[src/rtl/mbus_pkg.sv]
// Shared types for the multiplexed bus cycle controller.
// Assumes one outstanding transfer at a time.
package mbus_pkg;
    typedef enum logic [2:0] {
        ST_IDLE,   // waiting for a request
        ST_ADDR,   // address driven, cycle strobe not yet asserted
        ST_LATCH,  // address driven, cycle strobe asserted
        ST_DATA,   // read/write/vector strobe active, waiting for reply
        ST_END,    // strobe released, waiting for reply removal
        ST_FIN     // completion pulse
    } mbus_state_e;
endpackage

[src/rtl/mbus_timeout.sv]
// No-reply watchdog: counts data-phase cycles and flags the last allowed one.
// Assumes run stays high only during the data phase; count clears otherwise.
module mbus_timeout #(
    parameter int LIMIT = 64
) (
    input  logic clk,
    input  logic rst_n,
    input  logic run,
    output logic expired
);
    localparam int CW = $clog2(LIMIT + 1);

    logic [CW-1:0] cnt;

    // Count strobe cycles, restart whenever the data phase is left
    always_ff @(posedge clk) begin
        if (!rst_n || !run) begin
            cnt <= '0;
        end else if (cnt != CW'(LIMIT)) begin
            cnt <= cnt + 1'b1;
        end
    end

    // Last allowed strobe cycle is the LIMIT-th one
    always_comb expired = run && (cnt == CW'(LIMIT - 1));
endmodule

[src/rtl/mbus_req_hold.sv]
// Holds the accepted request for the whole cycle and captures returned data.
// Assumes load only pulses in idle; a vector fetch is never treated as a write.
module mbus_req_hold #(
    parameter int DW = 16
) (
    input  logic          clk,
    input  logic          rst_n,
    input  logic          load,
    input  logic          in_write,
    input  logic          in_byte,
    input  logic          in_vector,
    input  logic [DW-1:0] in_addr,
    input  logic [DW-1:0] in_wdata,
    input  logic          capture,
    input  logic [DW-1:0] bus_in,
    output logic          q_write,
    output logic          q_byte,
    output logic          q_vector,
    output logic [DW-1:0] q_addr,
    output logic [DW-1:0] q_wdata,
    output logic [DW-1:0] q_rdata
);
    // Latch request fields when a cycle starts
    always_ff @(posedge clk) begin
        if (!rst_n) begin
            q_write  <= 1'b0;
            q_byte   <= 1'b0;
            q_vector <= 1'b0;
            q_addr   <= '0;
            q_wdata  <= '0;
        end else if (load) begin
            q_write  <= in_write && !in_vector;
            q_byte   <= in_byte && in_write && !in_vector;
            q_vector <= in_vector;
            q_addr   <= in_addr;
            q_wdata  <= in_wdata;
        end
    end

    // Sample the shared lines on the edge where the reply is seen
    always_ff @(posedge clk) begin
        if (!rst_n) begin
            q_rdata <= '0;
        end else if (capture) begin
            q_rdata <= bus_in;
        end
    end
endmodule

[src/rtl/mbus_fsm.sv]
// Cycle sequencer: address phase, data phase, reply handshake, completion.
// Assumes rply_n is already synchronous to clk.
module mbus_fsm
    import mbus_pkg::*;
(
    input  logic        clk,
    input  logic        rst_n,
    input  logic        req_valid,
    input  logic        req_vector,
    input  logic        rply_n,
    input  logic        expired,
    output mbus_state_e state,
    output logic        err
);
    mbus_state_e nxt;

    // Next-state selection
    always_comb begin
        nxt = state;
        unique case (state)
            ST_IDLE:  if (req_valid) nxt = req_vector ? ST_DATA : ST_ADDR;
            ST_ADDR:  nxt = ST_LATCH;
            ST_LATCH: nxt = ST_DATA;
            ST_DATA:  if (!rply_n || expired) nxt = ST_END;
            ST_END:   if (rply_n) nxt = ST_FIN;
            ST_FIN:   nxt = ST_IDLE;
            default:  nxt = ST_IDLE;
        endcase
    end

    // State register
    always_ff @(posedge clk) begin
        if (!rst_n) state <= ST_IDLE;
        else        state <= nxt;
    end

    // Record whether the data phase ended by timeout; a reply wins a tie
    always_ff @(posedge clk) begin
        if (!rst_n)                  err <= 1'b0;
        else if (state == ST_IDLE)   err <= 1'b0;
        else if (state == ST_DATA)   err <= rply_n && expired;
    end
endmodule

[src/rtl/mbus_cycle_ctrl.sv]
// Top: multiplexed address/data bus cycle controller with no-reply timeout.
// Assumes the caller waits for ready before presenting the next request.
module mbus_cycle_ctrl
    import mbus_pkg::*;
#(
    parameter int          DW       = 16,
    parameter int          TIMEOUT  = 64,
    parameter logic [15:0] TRAP_VEC = 16'o000004
) (
    input  logic          clk,
    input  logic          rst_n,
    input  logic          req_valid,
    input  logic          req_write,
    input  logic          req_byte,
    input  logic          req_vector,
    input  logic [DW-1:0] req_addr,
    input  logic [DW-1:0] req_wdata,
    output logic          ready,
    output logic          done,
    output logic          bus_err,
    output logic [DW-1:0] trap_vec,
    output logic [DW-1:0] rdata,
    output logic [DW-1:0] ad_o,
    output logic          ad_oe,
    input  logic [DW-1:0] ad_i,
    output logic          sync_n,
    output logic          din_n,
    output logic          dout_n,
    output logic          wtbt_n,
    output logic          iako_n,
    output logic          bsy_n,
    input  logic          rply_n
);
    mbus_state_e   state;
    logic          err, expired;
    logic          q_write, q_byte, q_vector;
    logic [DW-1:0] q_addr, q_wdata;
    logic          in_data, in_addr_ph;

    always_comb in_data    = (state == ST_DATA);
    always_comb in_addr_ph = (state == ST_ADDR) || (state == ST_LATCH);

    mbus_fsm u_fsm (
        .clk(clk), .rst_n(rst_n), .req_valid(req_valid), .req_vector(req_vector),
        .rply_n(rply_n), .expired(expired), .state(state), .err(err)
    );

    mbus_timeout #(.LIMIT(TIMEOUT)) u_tmo (
        .clk(clk), .rst_n(rst_n), .run(in_data), .expired(expired)
    );

    mbus_req_hold #(.DW(DW)) u_hold (
        .clk(clk), .rst_n(rst_n), .load(ready && req_valid),
        .in_write(req_write), .in_byte(req_byte), .in_vector(req_vector),
        .in_addr(req_addr), .in_wdata(req_wdata),
        .capture(in_data && !rply_n), .bus_in(ad_i),
        .q_write(q_write), .q_byte(q_byte), .q_vector(q_vector),
        .q_addr(q_addr), .q_wdata(q_wdata), .q_rdata(rdata)
    );

    // Decode bus strobes and core-side status from the sequencer state
    always_comb begin
        ready    = (state == ST_IDLE);
        done     = (state == ST_FIN);
        bus_err  = done && err;
        trap_vec = bus_err ? DW'(TRAP_VEC) : '0;
        ad_oe    = in_addr_ph || (in_data && q_write);
        ad_o     = in_addr_ph ? q_addr : (ad_oe ? q_wdata : '0);
        sync_n   = !(!q_vector && (in_addr_ph && state == ST_LATCH
                                   || in_data || state == ST_END));
        din_n    = !(in_data && !q_write);
        dout_n   = !(in_data && q_write);
        wtbt_n   = !(in_data && q_write && q_byte);
        iako_n   = !(in_data && q_vector);
        bsy_n    = !(in_addr_ph || in_data);
    end
endmodule

[config.mk]
export PLATFORM = sky130hd
export DESIGN_NAME = mbus_cycle_ctrl
export DESIGN_NICKNAME = d
export VERILOG_FILES = /design/src/rtl/mbus_pkg.sv /design/src/rtl/mbus_timeout.sv /design/src/rtl/mbus_req_hold.sv /design/src/rtl/mbus_fsm.sv /design/src/rtl/mbus_cycle_ctrl.sv
export SDC_FILE = /design/constraint.sdc
export NUM_CORES = 1
export LEC_CHECK = 0
export BUFFER_PORTS_ARGS = -buffer_cell sky130_fd_sc_hd__buf_2
export CAP_MARGIN = 0
export CORE_UTILIZATION = 43
export DETAILED_ROUTE_END_ITERATION = 8
export GPL_ROUTABILITY_DRIVEN = 1
export PLACE_DENSITY = 0.84
export REMOVE_ABC_BUFFERS = 1
export SLEW_MARGIN = 20
export SYNTH_ARGS = -nofsm -noshare
export SYNTH_HDL_FRONTEND = slang
export SYNTH_SLANG_ARGS = --single-unit
[constraint.sdc]
create_clock -name clk -period 1.5 [get_ports clk]
set_clock_uncertainty 0.15 [all_clocks]
set_input_delay 0.15 -clock clk [delete_from_list [all_inputs] [get_ports clk]]
set_output_delay 0.15 -clock clk [all_outputs]
set_load 0.01 [all_outputs]
# == Word level (Yosys, flattened, before mapping) ==
# Cells that the tools add are included.
# totals
reg_bits,62
inputBits,55
out_inout_bits,58
word_cells,65
# op_classes
addsub,1
eq_ne,10
n_mux,8
n_bitwise,1
reduce_logical,36
# ops
operator,count
16-bit 2-to-1 mux,2
3-bit case mux with 5 select lines,1
1-bit logical AND,14
1-bit zero test,12
3-bit 2-to-1 mux,4
"7-bit by 1-bit adder with 7-bit output, second input constant",1
"7-bit by 6-bit equality test with 1-bit output, second input constant",1
1-bit logical OR,7
"7-bit inequality test, second input constant",1
"3-bit by 2-bit equality test with 1-bit output, second input constant",2
"3-bit equality test, second input constant",2
"2-bit inequality test, second input constant",2
"3-bit by 1-bit equality test with 1-bit output, second input constant",1
3-bit zero test,1
3-bit AND reduction,1
2-bit 2-to-1 mux,1
"2-bit by 1-bit inequality test with 1-bit output, second input constant",1
2-bit OR reduction,1
1-bit NOT,1

# == Depth between registers and ports, before layout ==
# logic_depth
depth_word,7
depth_mapped,7
mapped_depth_nobuf,5

# == Cells and area by module ==
# Synthesis repeated with hierarchy kept, for this count alone.
# unflattened
cells_unflattened,324
hier_area_um2,3253.1
# modules_own_cells
module,instances,cells_per_inst,area_per_inst_um2,seq_area_each_um2
mbus_req_hold,1,166,1985.7,1021.0
mbus_cycle_ctrl,1,92,703.2,0.0
mbus_timeout,1,41,366.6,140.1
mbus_fsm,1,25,197.7,80.1

# == Worst setup path after synthesis ==
# No wires, ideal clock.
# synth_timing
path_kind,reg-to-output
start,reg u_fsm.state[2]
end,out ad_o[10]
arrival_ns,1.328
required_ns,1.200
setup_slack_ns,-0.128
stages_incl_launch_ff,7
path_buffers,3
path_cell_list,dfxtp_1 buf_4 and3b_1 and2_1 buf_6 buf_6 a22o_1
# synth_via
elab_chain_cells,5
elab_cells_between_ends,8
cone_classes,eq/ne: 3; mux: 2; reduce/logical: 3
# synth_lines
item,line,source
start: declaration,mbus_fsm.sv:12,"output mbus_state_e state,"
start signal: assignment,mbus_fsm.sv:34,else state <= nxt;
"3-bit by 1-bit equality test with 1-bit output, or another cell as far along",mbus_cycle_ctrl.sv:41,always_comb in_addr_ph = (state == ST_ADDR) || (state == ST_LATCH);
1-bit logical OR or 1-bit logical AND (tied branches),"mbus_cycle_ctrl.sv:41, mbus_cycle_ctrl.sv:67",
1-bit logical OR,mbus_cycle_ctrl.sv:67,ad_oe = in_addr_ph || (in_data && q_write);
16-bit 2-to-1 mux,mbus_cycle_ctrl.sv:68,ad_o = in_addr_ph ? q_addr : (ad_oe ? q_wdata : '0);
16-bit 2-to-1 mux *,mbus_cycle_ctrl.sv:68,
end: declaration,mbus_cycle_ctrl.sv:23,"output logic [DW-1:0] ad_o,"
# Every way passes the cells marked *; elsewhere a longest branch is shown, timed or not.

# == Final worst setup path ==
# layout_timing
start,reg u_fsm.state[0]
end,out ad_o[9]
# Same word-level chain as after synthesis.

==> impl_metrics.py <==
metrics = {
    "critical_path": {
        "r2r_setup_slack_ns": -0.25,
        "path_max_fanout": 5,
        "critPathCaptureType": "output pin",
        "cp-start-kind": "flip-flop",
        "critPathKind": "flip-flop to output pin",
        "r2r_start": "u_fsm.state[2]",
        "crit_required_ns": 1.20,
        "cp.arrival_ns": 1.57,
        "reg2reg_to": "u_hold.q_rdata[8]",
        "reg2reg_depth": 7,
    },
    "global_routing": {
        "grtUsageTotal_pct": 26.45,
        "grt_pass1_wl_mm": 13.40,
        "grt_max_degree": 74,
        "antenna_found_initial": 0,
        "grt_overflow_total": 0,
        "first_global_vias": 2861,
    },
    "synth": {
        "synth.most_common_cell": "dfxtp_1",
        "avgSynthCellArea_sq_um": 8.066,
        "synth_top_cell_area_share_pct": 44.35,
        "ys_top_cells_by_area": "dfxtp_1 (44%), o21ai_0 (9.5%), nand3_1 (9.3%)",
        "synthesis.area_sq_mm": 0.002799,
        "synth-main-ff-cell": "dfxtp_1",
        "async_flop_share_pct": 0,
        "yosysWarnings": 0,
        "yosysSeqAreaShare_pct": 44.35,
        "ys_seq_elements": 62,
        "ys_top_cells_by_count": "dfxtp_1 (62), nand2_1 (58), o21ai_0 (53)",
        "synth_edf_count": 0,
        "synth_area_leader_cell": "dfxtp_1",
        "synthDistinctLibCells": 40,
        "synthCells": 347,
    },
    "placement": {
        "port_buffers": 97,
        "placed_cells": 508,
        "place.gp.congestion": 0.8422,
        "post-dp-hpwl_mm": 4.599,
    },
    "die": {
        "core-area_sq_mm": 0.006314,
        "initial_core_util_pct": 44.33,
        "die_height_um": 82.68,
        "dieArea_sq_mm": 0.006836,
        "ios": 113,
        "die_w_um": 82.68,
        "fp-row-count": 29,
    },
    "sta": {
        "finalCritPeriodShare_pct": 124.4,
        "finalMaxSlewViolations": 0,
        "final_hold_viol_count": 0,
        "fin_crit_ns": 1.866,
        "setup_viol": 81,
        "fmax_ghz": 0.5358,
        "fin_tns_setup_ns": -17.24,
        "setup_ws_ns": -0.3663,
        "grt_setup_unrepaired": "yes",
    },
    "cts": {
        "clk_latency_ns": 0.34,
        "cts_root_buffer": "clkbuf_8",
        "cts.sinks": 62,
        "htreeDepth": 3,
        "cts_buffers": 9,
        "cts_tree": "yes",
        "clkSlewWorstSetupHoldPaths_ns": 0.08,
        "clockBufferDepth": 2,
    },
    "routing": {
        "routed_wl_mm": 12.30,
        "drtAntennaViolNets": 0,
        "firstDrtPassIters": 5,
        "first_iter_violations": 266,
        "dr_total_vias": 3539,
        "wire_per_inst_um": 20.26,
        "route.detailed.drc": 0,
        "via_per_inst": 5.830,
    },
    "status": {
        "status": "complete, but fails checks",
        "violations": "setup timing",
    },
    "hold_path": {
        "min_path_type": "input pin to flip-flop",
        "hold_depth": 3,
        "whs_endpoint": "u_hold.q_vector",
        "hold_start": "rst_n",
    },
    "layout": {
        "regArea_sq_mm": 0.001260,
        "finalNonFillerCells": 607,
        "num-fill-cells": 353,
        "area_growth_pct": 84.09,
        "drive_above_1_share_pct": 49.43,
        "n_antenna_cell": 0,
        "num-nets-final": 582,
        "multi_input_area_sq_mm": 0.001804,
    },
    "power": {
        "power_density_mw_per_mm2": 931.4,
        "p_leak_nw": 2.142,
        "vdd.ir_drop.worst_mv": 0.8064,
    },
    "run": {
        "drv_cap": 0,
    },
}
[cell usage in the layout, fill, tap and decap left out, types with 2 or more instances in the layout]
cell           count
dfxtp_4            3
dlygate4sd3_1     50
a21oi_1            4
buf_6             17
nor3_4             2
dfxtp_2            6
inv_2              2
inv_1              3
a21oi_2            3
dfxtp_1           53
nor3_2             2
buf_4             17
o21ai_1           29
inv_6              2
and2_4             6
buf_2             91
nand3_2           32
a22o_1            16
nand3_4            6
nand2_1           57
nor4_1             2
buf_16             3
conb_1            15
nand3_1           15
bufinv_16          3
nor2_1             6
buf_8              3
clkbuf_8           9
buf_12             5
o21ai_2           24
o21ai_0            3
clkbuf_16          9
clkinv_2           2
xor2_1             2
[state kept, by name, indices dropped and copies added (netlist names)]
signal / count
u_hold.q_addr: 16
u_hold.q_vector: 1
u_hold.q_byte: 1
u_hold.q_rdata: 16
u_hold.q_wdata: 16
u_fsm.err: 1
u_fsm.state: 3
u_tmo.cnt: 7
u_hold.q_write: 1
[layer usage]
layer | vias to the layer above | routed length (um) | global-route usage [%]
li1 | 1549 | - | -
met2 | 255 | 5978 | 44.67
met4 | 0 | 713 | 16.55
met5 | - | 0 | 0
met1 | 1652 | 4525 | 30.20
met3 | 83 | 1078 | 5.714
[power breakdown]
part / total [W] / leakage (nW) / switching [W] / internal (W)
Combinational: 0.00119 / 1.51 / 0.000588 / 0.000603
Sequential: 0.00181 / 0.510 / 0.0000723 / 0.00174
Clock: 0.00180 / 0.121 / 0.000695 / 0.00110
Total: 0.00480 / 2.14 / 0.00135 / 0.00344
[worst max-delay path: stages, from the launching register on]
cell and delay, ns:
dfxtp_4 0.37, and3b_2 0.26, and2_4 0.21, a22o_1 0.23, buf_2 0.15
[final cells by class]
cell class                 instances  share of cell area [%]
clock buffer                      10                   2.477
clock inverter                     6                   2.113
inverter                           6                  0.5342
multi-input combinational        251                   35.02
sequential                        62                   24.45
tap                               77                   1.870
timing repair buffer             195                   33.54
[per-stage QoR]
step / util [%] / cell area, sq um / total power (W) / setup WS (ns) / hold WS, ns
after floorplan: - / 2585 / 0.002089 / -1.076 / 0.1303
after global placement: 53.09 / 3352 / 0.002359 / -0.1356 / 0.2119
after detailed placement: 53.09 / 3352 / 0.002377 / -0.1910 / 0.2213
after CTS: 69.12 / 4364 / 0.004399 / -0.3123 / 0.001399
after global routing: 81.61 / 5152 / 0.004938 / -0.4050 / 0.01511
final: 81.61 / 5152 / 0.004799 / -0.3663 / 0.01309
[worst max-delay path by stage]
stage                   start          endpoint  depth (start not counted)
6_report       u_fsm.state[0]           ad_o[9]                          4
5_1_grt        u_fsm.state[1]            sync_n                          5
4_1_cts        u_fsm.state[0]           ad_o[2]                          4
3_5_place_dp   u_fsm.state[1]           ad_o[2]                          4
3_3_place_gp   u_fsm.state[0]           ad_o[2]                          4
2_1_floorplan  u_fsm.state[1]  u_hold.q_addr[0]                          2
[logic make-up (layout without fill, tap and decap cells)]
group,Yosys count,in the layout,synth area share [%]
buffers and inverters,51,217,10.33
other,1,15,0.1340
AO/OA/AOI/OAI,86,86,18.42
AND/OR/NAND/NOR,141,144,24.63
adder cells (fa/ha/maj),2,2,0.8939
flip-flops,62,62,44.35
XOR/XNOR,4,4,1.252
[repair_timing]
action	CTS	global route
endpoints found under the hold margin	50	0
hold buffers	50	0
endpoints found under the setup margin	66	87
pin swaps	9	81
gates resized for setup	34	157
gates cloned	5	13
setup buffers	9	9
Note: power is estimated with default switching activity, not from simulation.
